`config.mk`:
```
export PLATFORM = sky130hd
export DESIGN_NAME = route_cfg_loader
export DESIGN_NICKNAME = d
export VERILOG_FILES = /design/src/rtl/route_cfg_pkg.sv /design/src/rtl/route_cfg_ctrl.sv /design/src/rtl/route_cfg_dp.sv /design/src/rtl/route_cfg_loader.sv
export SDC_FILE = /design/constraint.sdc
export NUM_CORES = 1
export LEC_CHECK = 0
export BUFFER_PORTS_ARGS = -buffer_cell sky130_fd_sc_hd__buf_2
export CAP_MARGIN = 40
export CELL_PAD_IN_SITES_DETAIL_PLACEMENT = 2
export CELL_PAD_IN_SITES_GLOBAL_PLACEMENT = 2
export CORE_MARGIN = 10
export CORE_UTILIZATION = 40
export CTS_BUF_LIST = sky130_fd_sc_hd__clkbuf_4 sky130_fd_sc_hd__clkbuf_8
export DETAILED_ROUTE_END_ITERATION = 12
export GPL_TIMING_DRIVEN = 0
export PLACE_DENSITY_LB_ADDON = 0.1
export SLEW_MARGIN = 20
export SYNTH_ARGS = -nofsm -noshare
export SYNTH_HDL_FRONTEND = slang
export SYNTH_SLANG_ARGS = --single-unit
```
`constraint.sdc`:
```
create_clock -name clk -period 2.07 [get_ports clk]
set_input_delay 0.207 -clock clk [delete_from_list [all_inputs] [get_ports clk]]
set_output_delay 0.207 -clock clk [all_outputs]
set_load 0.02 [all_outputs]
```
`src/rtl/route_cfg_pkg.sv`:
```
package route_cfg_pkg;
  parameter int WORD_W    = 23;
  parameter int NUM_SYN   = 2;
  parameter int REF_W     = 14;
  parameter int CNT_W     = 11;
  parameter int SWL_W     = 7;
  parameter int TEST_W    = 2;
  parameter int RATIO_MIN = 3;
  parameter int SYNC_STAGES = 2;

  localparam int SEL_W    = $clog2(NUM_SYN);
  localparam int ADDR_W   = SEL_W + 1;
  // reference word field positions (bit index = position - 1)
  localparam int TEST_LO  = ADDR_W;
  localparam int RATIO_LO = TEST_LO + TEST_W;
  localparam int PUMP_POS = RATIO_LO + REF_W;
  // divider word field positions
  localparam int MON_POS  = ADDR_W;
  localparam int PRESC_POS = MON_POS + 1;
  localparam int POL_POS  = PRESC_POS + 1;
  localparam int SWL_LO   = POL_POS + 1;
  localparam int CNT_LO   = SWL_LO + SWL_W;

  typedef struct packed {
    logic [REF_W-1:0]  ratio;
    logic [TEST_W-1:0] test;
    logic              pump;
  } ref_word_t;

  typedef struct packed {
    logic [CNT_W-1:0] count;
    logic [SWL_W-1:0] swallow;
    logic             monSel;
    logic             presc;
    logic             polarity;
  } div_word_t;

  typedef struct packed {
    logic shiftEn;
    logic bitVal;
    logic loadEn;
  } strobe_t;
endpackage

```
`src/rtl/route_cfg_ctrl.sv`:
```
module route_cfg_ctrl
  import route_cfg_pkg::*;
(
  input  logic    clk,
  input  logic    rstN,
  input  logic    serData,
  input  logic    serClk,
  input  logic    serLatch,
  output strobe_t stb
);
  localparam int IDX_DATA  = 0;
  localparam int IDX_CLK   = 1;
  localparam int IDX_LATCH = 2;
  localparam int NUM_LINES = 3;

  logic [NUM_LINES-1:0] syncChain [SYNC_STAGES];
  logic [NUM_LINES-1:0] syncOut;
  logic [NUM_LINES-1:0] syncPrev;

  always_ff @(posedge clk or negedge rstN) begin
    if (!rstN) begin
      for (int i = 0; i < SYNC_STAGES; i++) syncChain[i] <= '0;
      syncPrev <= '0;
    end else begin
      syncChain[0] <= {serLatch, serClk, serData};
      for (int i = 1; i < SYNC_STAGES; i++) syncChain[i] <= syncChain[i-1];
      syncPrev <= syncChain[SYNC_STAGES-1];
    end
  end

  assign syncOut = syncChain[SYNC_STAGES-1];

  logic clkRise;
  logic latchRise;
  logic latchLevel;

  assign clkRise    = syncOut[IDX_CLK] & ~syncPrev[IDX_CLK];
  assign latchRise  = syncOut[IDX_LATCH] & ~syncPrev[IDX_LATCH];
  assign latchLevel = syncOut[IDX_LATCH] | syncPrev[IDX_LATCH];

  always_comb begin
    stb.bitVal  = syncOut[IDX_DATA];
    stb.shiftEn = clkRise & ~latchLevel;
    stb.loadEn  = latchRise;
  end
endmodule

```
`src/rtl/route_cfg_dp.sv`:
```
module route_cfg_dp
  import route_cfg_pkg::*;
(
  input  logic                      clk,
  input  logic                      rstN,
  input  strobe_t                   stb,
  output ref_word_t [NUM_SYN-1:0]   refOut,
  output div_word_t [NUM_SYN-1:0]   divOut
);
  logic [WORD_W-1:0] shiftReg;

  always_ff @(posedge clk or negedge rstN) begin
    if (!rstN) shiftReg <= '0;
    else if (stb.shiftEn) shiftReg <= {shiftReg[WORD_W-2:0], stb.bitVal};
  end

  logic [SEL_W-1:0] selSyn;
  logic             isDiv;
  ref_word_t        refCand;
  div_word_t        divCand;
  logic             refOk;
  logic             divOk;

  always_comb begin
    selSyn           = shiftReg[SEL_W-1:0];
    isDiv            = shiftReg[SEL_W];
    refCand.test     = shiftReg[TEST_LO +: TEST_W];
    refCand.ratio    = shiftReg[RATIO_LO +: REF_W];
    refCand.pump     = shiftReg[PUMP_POS];
    divCand.monSel   = shiftReg[MON_POS];
    divCand.presc    = shiftReg[PRESC_POS];
    divCand.polarity = shiftReg[POL_POS];
    divCand.swallow  = shiftReg[SWL_LO +: SWL_W];
    divCand.count    = shiftReg[CNT_LO +: CNT_W];
    refOk            = refCand.ratio >= REF_W'(RATIO_MIN);
    divOk            = divCand.count >= CNT_W'(RATIO_MIN);
  end

  localparam ref_word_t REF_DEFAULT = '{ratio: REF_W'(RATIO_MIN), test: '0, pump: 1'b0};
  localparam div_word_t DIV_DEFAULT = '{count: CNT_W'(RATIO_MIN), swallow: '0,
                                        monSel: 1'b0, presc: 1'b0, polarity: 1'b0};

  for (genvar g = 0; g < NUM_SYN; g++) begin : gSyn
    logic hitRef;
    logic hitDiv;
    assign hitRef = stb.loadEn && !isDiv && (selSyn == SEL_W'(g)) && refOk;
    assign hitDiv = stb.loadEn &&  isDiv && (selSyn == SEL_W'(g)) && divOk;

    always_ff @(posedge clk or negedge rstN) begin
      if (!rstN) refOut[g] <= REF_DEFAULT;
      else if (hitRef) refOut[g] <= refCand;
    end

    always_ff @(posedge clk or negedge rstN) begin
      if (!rstN) divOut[g] <= DIV_DEFAULT;
      else if (hitDiv) divOut[g] <= divCand;
    end
  end
endmodule

```
`src/rtl/route_cfg_loader.sv`:
```
module route_cfg_loader
  import route_cfg_pkg::*;
(
  input  logic             clk,
  input  logic             rstN,
  input  logic             serData,
  input  logic             serClk,
  input  logic             serLatch,
  output logic [REF_W-1:0] ref1Ratio,
  output logic [1:0]       ref1Test,
  output logic             ref1Pump,
  output logic [REF_W-1:0] ref2Ratio,
  output logic [1:0]       ref2Test,
  output logic             ref2Pump,
  output logic [CNT_W-1:0] div1Count,
  output logic [SWL_W-1:0] div1Swallow,
  output logic             div1MonSel,
  output logic             div1Presc,
  output logic             div1Polarity,
  output logic [CNT_W-1:0] div2Count,
  output logic [SWL_W-1:0] div2Swallow,
  output logic             div2MonSel,
  output logic             div2Presc,
  output logic             div2Polarity
);
  strobe_t                 stb;
  ref_word_t [NUM_SYN-1:0] refOut;
  div_word_t [NUM_SYN-1:0] divOut;

  route_cfg_ctrl u_ctrl (
    .clk      (clk),
    .rstN     (rstN),
    .serData  (serData),
    .serClk   (serClk),
    .serLatch (serLatch),
    .stb      (stb)
  );

  route_cfg_dp u_dp (
    .clk    (clk),
    .rstN   (rstN),
    .stb    (stb),
    .refOut (refOut),
    .divOut (divOut)
  );

  assign ref1Ratio    = refOut[0].ratio;
  assign ref1Test     = refOut[0].test;
  assign ref1Pump     = refOut[0].pump;
  assign ref2Ratio    = refOut[1].ratio;
  assign ref2Test     = refOut[1].test;
  assign ref2Pump     = refOut[1].pump;
  assign div1Count    = divOut[0].count;
  assign div1Swallow  = divOut[0].swallow;
  assign div1MonSel   = divOut[0].monSel;
  assign div1Presc    = divOut[0].presc;
  assign div1Polarity = divOut[0].polarity;
  assign div2Count    = divOut[1].count;
  assign div2Swallow  = divOut[1].swallow;
  assign div2MonSel   = divOut[1].monSel;
  assign div2Presc    = divOut[1].presc;
  assign div2Polarity = divOut[1].polarity;
endmodule

```
# --- Word level (Yosys, flattened, before mapping) ---
# Cells that the tools add are included.
word_totals:
  reg_bits: 108
  wordCells: 41
op_classes:
  n_lt_le_gt_ge: 2
  n_bitwise: 8
  n_reduce_logical: 11
op_table:
  columns: ["operator", "count"]
  rows:
  - ["$ge 14x2->1 const B", 1]
  - ["$ge 11x2->1 const B", 1]
  - ["$logic_and 1x1->1", 10]
  - ["$not 1->1", 4]
  - ["$and 1x1->1", 3]
  - ["$logic_not 1->1", 1]
  - ["$or 1x1->1", 1]

# --- Logic depth before layout (Yosys ltp) ---
# Gate-level depths: netlist (run 1).
depth:
  ltp_word: 5
  mapped_depth: 6
  ltp_nobuf: 4

# --- Hierarchy ---
# Synthesis (run 1) repeated with hierarchy kept, for this count alone.
unflattened:
  hier_cells: 236
  area_unflattened_um2: 3997.6
modules_own_cells:
  columns: ["module", "n_inst", "cells_per_inst", "area_each_um2", "seq_area_each_um2"]
  rows:
  - ["route_cfg_dp", 1, 224, 3761.1, 2487.4]
  - ["route_cfg_ctrl", 1, 12, 236.5, 200.2]

# --- Worst setup path before layout (run 1) ---
# OpenSTA, ideal clock, no wires.
synth_path:
  path_type: "flip-flop to flip-flop"
  startpoint: "register u_dp.shiftReg[17]"
  endpoint: "register u_dp.refOut[10] (netlist name)"
  setup_ps: 125
  t_arrival_ps: 1648
  required_ps: 1945
  path_slack_ps: 297
  stages_incl_launch_ff: 7
  synth_period_minus_slack_ps: 1773
  cell_sequence: "dfrtp_1 nor4_1 nand4_1 and3_1 buf_6 buf_12 mux2_4"
synth_via:
  elab_chain_cells: 2
synth_rtl:
  columns: ["element", "line", "source"]
  rows:
  - ["start, declared", "route_cfg_dp.sv:10", "logic [WORD_W-1:0] shiftReg;"]
  - ["start signal, assigned", "route_cfg_dp.sv:14", "else if (stb.shiftEn) shiftReg <= {shiftReg[WORD_W-2:0], stb.bitVal};"]
  - ["$ge 14x2->1", "route_cfg_dp.sv:35", "refOk = refCand.ratio >= REF_W'(RATIO_MIN);"]
  - ["$logic_and 1x1->1", "route_cfg_dp.sv:46", "assign hitRef = stb.loadEn && !isDiv && (selSyn == SEL_W'(g)) && refOk;"]
# Every way passes these cells.
# A chain may end at the register's enable or synchronous reset.

# --- Worst setup path in the final report (run 1) ---
layout_path:
  startpoint: "register u_dp.shiftReg[17]"
  endpoint: "register u_dp.refOut[29] (netlist name)"
layout_via:
  elab_chain_cells: 2
layout_rtl:
  columns: ["element", "line"]
  rows:
  - ["$ge 14x2->1", "route_cfg_dp.sv:35"]
  - ["$logic_and 1x1->1", "route_cfg_dp.sv:46"]
# Every way passes these cells.

==> results of run 1 <==
-- registers in the layout, summed over array words and instances (netlist names) --
signal            cells
u_ctrl.syncPrev       2
u_dp.shiftReg        23
u_dp.refOut          34
u_ctrl.syncOut        3
u_dp.divOut          42
u_ctrl.syncChain      3
-- per-layer routing --
layer  global-route usage (%)  up-vias
met5                        0        -
met4                     5.20        0
met1                     17.0     1235
li1                         -     1046
met2                     21.8       56
met3                     4.45       12
-- cell usage after synthesis --
master     n
a22o_1    16
nor2_1     1
buf_6      1
and3b_1    1
mux2_2    71
a22o_2     2
nor4b_1    1
nor4_1     3
dfstp_2    8
a211oi_1   1
and3_1     2
nand2_1    3
and2b_2    1
buf_12     1
nor3_1     1
nand3_1    1
buf_2      8
buf_4      1
nand4_1    1
dfrtp_1   99
nand4b_2   1
mux2_4    10
-- cell type report --
| type | instances | area share, % |
|---|---|---|
| flip-flops and latches | 107 | 54.6 |
| clock buffers | 10 | 2.67 |
| clock inverters | 6 | 1.96 |
| multi-input cells | 116 | 25.5 |
| plain buffers | 11 | 1.65 |
| well taps | 133 | 3.38 |
| repair buffers | 89 | 10.2 |
-- path summary, 6_finish.rpt --
| path | start | to | slack, ns | depth (start not counted) |
|---|---|---|---|---|
| min | rstN | u_dp.refOut[13] | 0.35 | 2 |
| max | u_dp.shiftReg[17] | u_dp.refOut[29] | 0.12 | 6 |
| max in group asynchronous | rstN | u_dp.refOut[21] | 1.02 | 3 |
| max reg2reg | u_dp.shiftReg[17] | u_dp.refOut[29] | 0.12 | 6 |
| min in group clk | u_ctrl.syncChain[5] | u_ctrl.syncOut[2] | 0.36 | 0 |
| min reg2reg | u_ctrl.syncChain[5] | u_ctrl.syncOut[2] | 0.36 | 0 |
-- power groups by stage --
stage                     clock, uW  sequential [uW]  combinational [uW]
after floorplan                   0             2220                74.8
after global placement            0             2250                 137
after detailed placement          0             2260                 152
after CTS                      1490             2220                 162
after global routing           1580             2230                 182
final                          1430             2210                 162
-- critical path, stage by stage (launching register included) --
cell,delay (ns)
dfrtp_2,0.48
nor4_4,0.36
nand4_1,0.16
buf_4,0.17
nand4b_4,0.10
buf_4,0.21
mux2_2,0.36
-- kinds of logic after synthesis --
family	count (synthesis)	share of synthesized area (%)
and+or+nand+nor	16	2.60
DFF	107	67.4
buffers and inverters	11	1.98
muxes	81	23.8
AOI/OAI and AO/OA	19	4.20
-- repair_timing --
item,in CTS,in global routing
resized for setup,3,5
setup endpoints to repair,39,29
buffers inserted,0,3
pin swaps,0,2
endpoints found under the hold margin,53,0
hold buffers,4,0
-- metrics by stage --
| step | utilization [%] | power (uW) | worst slack (ns) | hold slack, ns | cell area, um^2 |
|---|---|---|---|---|---|
| 2_1_floorplan | - | 2300 | 0.297 | -0.0886 | 3990 |
| 3_3_place_gp | 46.8 | 2390 | -0.413 | 0.318 | 4550 |
| 3_5_place_dp | 47.2 | 2410 | -0.175 | 0.199 | 4590 |
| 4_1_cts | 50.2 | 3870 | 0.0101 | 0.361 | 4880 |
| 5_1_grt | 50.6 | 3980 | 0.0162 | 0.369 | 4920 |
| 6_report | 50.6 | 3810 | 0.125 | 0.353 | 4920 |
==> results.toml, run 1 <==
[synth]
ys_top_cells_by_area = "dfrtp_1 (62%), mux2_2 (20%), dfstp_2 (5.3%)"
yosysTopAreaCell = "dfrtp_1"
netlist_area_um2 = 3990
yosys_warnings = 0
syn_inst = 234
yosysSeqAreaShare_pct = 67.4
ys_ff_latch = 107
synth_area_per_cell_um2 = 17.0
synth_top_cell_area_share_pct = 62.1
synth.net_count = 239
synthDistinctLibCells = 22

[drt]
drc = 0
drt_wl_total_um = 9350
firstDrtPassIters = 4
met2_length_um = 4540
wl_met3_um = 618
routedLengthMet1_um = 4060
highest_layer = "met4"
vias = 2349
drt_iter0_drc = 117
antenna_left = 0
routedWlPerCell_um = 19.8
viasPerCell = 4.98

[global_routing]
grt.overflow.total = 0
antenna_found_initial = 0
grt_use_total_pct = 13.7
grt_pass1_vias = 2700
grt_pass1_wl_um = 15600
grt_max_degree = 55

[timing]
slew_headroom_pct = 66.9
final.setup.tns_ns = 0
finalCritPeriodShare_pct = 94.0
finalHoldViolCount = 0
setup_viol = 0
worst_pin_slew_ns = 0.490
rsz0062_at_grt = "no"
timing.final.crit_period_ns = 1.95
drv_slew = 0
finalClockSkew_ns = 0.00913
max_freq_ghz = 0.514

[place]
io_buffers = 80
numPlacedInstances = 449
gp_congestion = 0.690
dp_hpwl_um = 6370

[status]
outcome = "finished, final reports clean"

[cells_and_area]
final_cells = 472
seqCellArea_um2 = 2690
drive_above_1_share_pct = 61.9
area_growth_pct = 23.5
nets = 339
layout_common_cells = "dfrtp_1 (97), buf_2 (87), mux2_2 (71)"
multiInputGateArea_um2 = 1260
diodes = 0
layout_commonest_cell = "dfrtp_1"
nFillCells = 937

[clocking]
cts_buffers = 9
numClockSinks = 107
ctsRootBufferMaster = "clkbuf_8"
clockBufferDepth = 2
insertion_delay_ns = 0.37
path_clk_slew_ns = 0.10
h-tree-depth = 3
cts_tree = "done"

[run]
drv_cap = 0

[pwr]
power.density_nw_per_um2 = 773
power.switching_uw = 886
seqPwrFrac_pct = 58.1
power_leakage_uw = 0.00270
clockPowerShare_pct = 37.6
power_frac_comb_pct = 4.3
ir_drop_mv = 0.388
p_sw_share_pct = 23.2
intPower_uw = 2920

[critical_path]
cp_max_fo = 10
crit_path_end_kind = "register"
crit_type = "reg2reg"
cp-start-kind = "register"
cp.required_ns = 2.32
critical_path_arrival_ns = 2.20

[die]
start_util_pct = 41.0
dieArea_um2 = 14400
io_pins = 81
rows = 36
die_w_um = 120
die_h_um = 120
core_um2 = 9730

[hold_path]
hp-class = "in2async"
Power figures use the tool's default switching activity.
==> run 2, diff against run 1 <==
--- a/config.mk
+++ b/config.mk
@@ -18,4 +18,5 @@
 export SLEW_MARGIN = 20
 export SYNTH_ARGS = -nofsm -noshare
 export SYNTH_HDL_FRONTEND = slang
+export SYNTH_HIERARCHICAL = 1
 export SYNTH_SLANG_ARGS = --single-unit
==> run 2 against run 1 <==
Effect of this change:
- register-to-register slack got worse by 0.03 ns
- non-clock buffer count down 3
- fmax shrank 1.6%
- sequential cell count is the same
- die area is 0.21% higher
- clock power decreased by 9%
- wire length grew 1.0%
- combinational power fell by 4%
- synthesized cell count up 0.85%
- first-iteration DRC count fell by 25%
- sequential power about the same
- global-route usage is 0.42 points lower
- critical endpoint is now u_dp/refOut[10]
- largest cell class unchanged
- largest power group unchanged
- highest routed layer unchanged
==> results.toml, run 2 <==
[status]
outcome = "finished, final reports clean"

[cells_and_area]
nets = 337
final_cells = 470
post-route-cell-area_um2 = 4900
diodes = 0
drive_above_1_share_pct = 61.7
layout_commonest_cell = "dfrtp_1"
nFillCells = 939
reg.largest.list = "u_dp/divOut: 42 flops, u_dp/refOut: 34 flops, u_dp/shiftReg: 23 flops"
layout_common_cells = "dfrtp_1 (98), buf_2 (82), mux2_2 (71)"
regMostFlops = "u_dp/divOut"
area_growth_pct = 22.6
largest_register_ffs = 42

[critical_path]
cp_max_fo = 10
critical_path_arrival_ns = 2.21
cp-start-kind = "register"
cpLargestDelayFamily = "simple AND/OR/NAND/NOR gates"
crit_buf_inv = 2
worstPathCellList = "nor4_4, nand4_1, and3b_1, buf_6, buf_12, mux2_4"
cp.required_ns = 2.30
reg2reg_from = "u_dp/shiftReg[16]"
crit_type = "reg2reg"
max_stage_delay_ns = 0.49
crit_path_end_kind = "register"
slowest_stage = "dfrtp_1"
critPathLaunch = "u_dp/shiftReg[16]"

[drt]
firstDrtPassIters = 4
drt_iter0_drc = 88
drt_wl_total_um = 9440
drc = 0
vias = 2332
viasPerCell = 4.96
routedWlPerCell_um = 20.1
antenna_left = 0

[timing]
drv_slew = 0
timing.final.crit_period_ns = 1.98
finalClockSkew_ns = 0.0144
finalCritPeriodShare_pct = 95.5
finalHoldViolCount = 0
max_freq_ghz = 0.506
setup_viol = 0
slew_headroom_pct = 62.9
whs_ns = 0.316
worst_pin_slew_ns = 0.555

[synth]
syn_inst = 236
yosys.area_share.simple_pct = 2.72
synth.net_count = 241
netlist_area_um2 = 4000
yosys_warnings = 6
yosysTopAreaCell = "dfrtp_1"
synth-adder-area-share_pct = 0
yosysMostFrequentCell = "dfrtp_1"
yosysSeqAreaShare_pct = 67.2
muxShareOfSynthArea_pct = 23.8
synth_compound_area_share_pct = 4.19
synth_area_per_cell_um2 = 16.9
synth_top_family_by_area = "multiplexers"
synth_top_cell_area_share_pct = 62.0
synthDistinctLibCells = 25
ys_top_cells_by_count = "dfrtp_1 (99), mux2_2 (71), a22o_1 (16)"
synth-xor-area-share_pct = 0
synth_edf_count = 0
ys_ff_latch = 107
async_flop_share_pct = 100
ys_top_cells_by_area = "dfrtp_1 (62%), mux2_2 (20%), dfstp_2 (5.3%)"
ys.flop_type = "dfrtp_1"

[pwr]
power.density_nw_per_um2 = 749
ir_drop_mv = 0.396
power_leakage_uw = 0.00264

[clocking]
insertion_delay_ns = 0.35
ctsRootBufferMaster = "clkbuf_8"
numClockSinks = 107
cts_buffers = 9
h-tree-depth = 3
path_clk_slew_ns = 0.11
cts_tree = "done"
clockBufferDepth = 2

[global_routing]
grt_use_total_pct = 13.3
grt_max_degree = 69
grt_pass1_wl_um = 15200
grt_pass1_vias = 2615
antenna_found_initial = 0
grt.overflow.total = 0

[place]
numPlacedInstances = 450
place_area_um2 = 4600
gp_congestion = 0.701
io_buffers = 80
dp_hpwl_um = 6550

[die]
die_h_um = 120
core_um2 = 9770
die_w_um = 120
start_util_pct = 40.9
dieArea_um2 = 14400
io_pins = 81
rows = 36

[run]
drv_cap = 0

[hold_path]
hp-class = "in2async"
==> run 2: cells by family (layout without fill, tap and decap cells) <==
family	after synthesis	count (layout)
AOI/OAI and AO/OA	19	19
buffers and inverters	12	113
DFF	107	107
muxes	81	81
and+or+nand+nor	17	17
==> run 2: where the power goes <==
group,total (uW),switching (uW),internal [uW],leakage [uW]
Combinational,155,85.5,69.2,0.00110
Sequential,2210,75.0,2140,0.00144
Clock,1300,691,611,0.0000992
==> run 2: final cells by class <==
class | count | area [um^2] | share of cell area (%)
sequential | 107 | 2690 | 54.9
multi-input combinational | 117 | 1270 | 25.9
timing repair buffer | 85 | 474 | 9.68
tap | 133 | 166 | 3.40
clock buffer | 11 | 145 | 2.96
buffer | 12 | 93.8 | 1.92
clock inverter | 5 | 62.6 | 1.28
==> run 2: worst paths after layout <==
check / endpoint / slack, ns / depth (start not counted)
max in group asynchronous: u_dp/divOut[10] / 1.04 / 3
max: u_dp/refOut[10] / 0.09 / 6
min in group clk: u_ctrl/syncOut[0] / 0.37 / 0
min: u_dp/refOut[25] / 0.32 / 2
max reg2reg: u_dp/refOut[10] / 0.09 / 6
min reg2reg: u_ctrl/syncOut[0] / 0.37 / 0
==> run 2: per-layer routing <==
layer | vias up | routed length, um | track usage, %
li1 | 1040 | - | -
met1 | 1233 | 4180 | 16.4
met2 | 53 | 4580 | 21.7
met3 | 6 | 614 | 4.55
met4 | 0 | 72 | 3.62
met5 | - | 0 | 0
==> run 2: metrics by stage <==
step / TNS, ns / util [%] / worst slack [ns] / power [uW]
floorplan: 0 / - / 0.294 / 2300
finish: 0 / 50.1 / 0.0927 / 3670
CTS: 0 / 49.9 / 0.0113 / 3720
global route: -0.0721 / 50.1 / -0.0172 / 3840
detailed placement: -4.42 / 47.0 / -0.228 / 2400
global placement: -46.40 / 46.7 / -0.430 / 2380
==> run 2: timing repair <==
action,4_1_cts,5_1_grt
gates resized for setup,6,9
buffers inserted,0,0
hold endpoints to repair,39,0
hold buffers,4,0
setup endpoints to repair,44,60
pin swaps,0,0
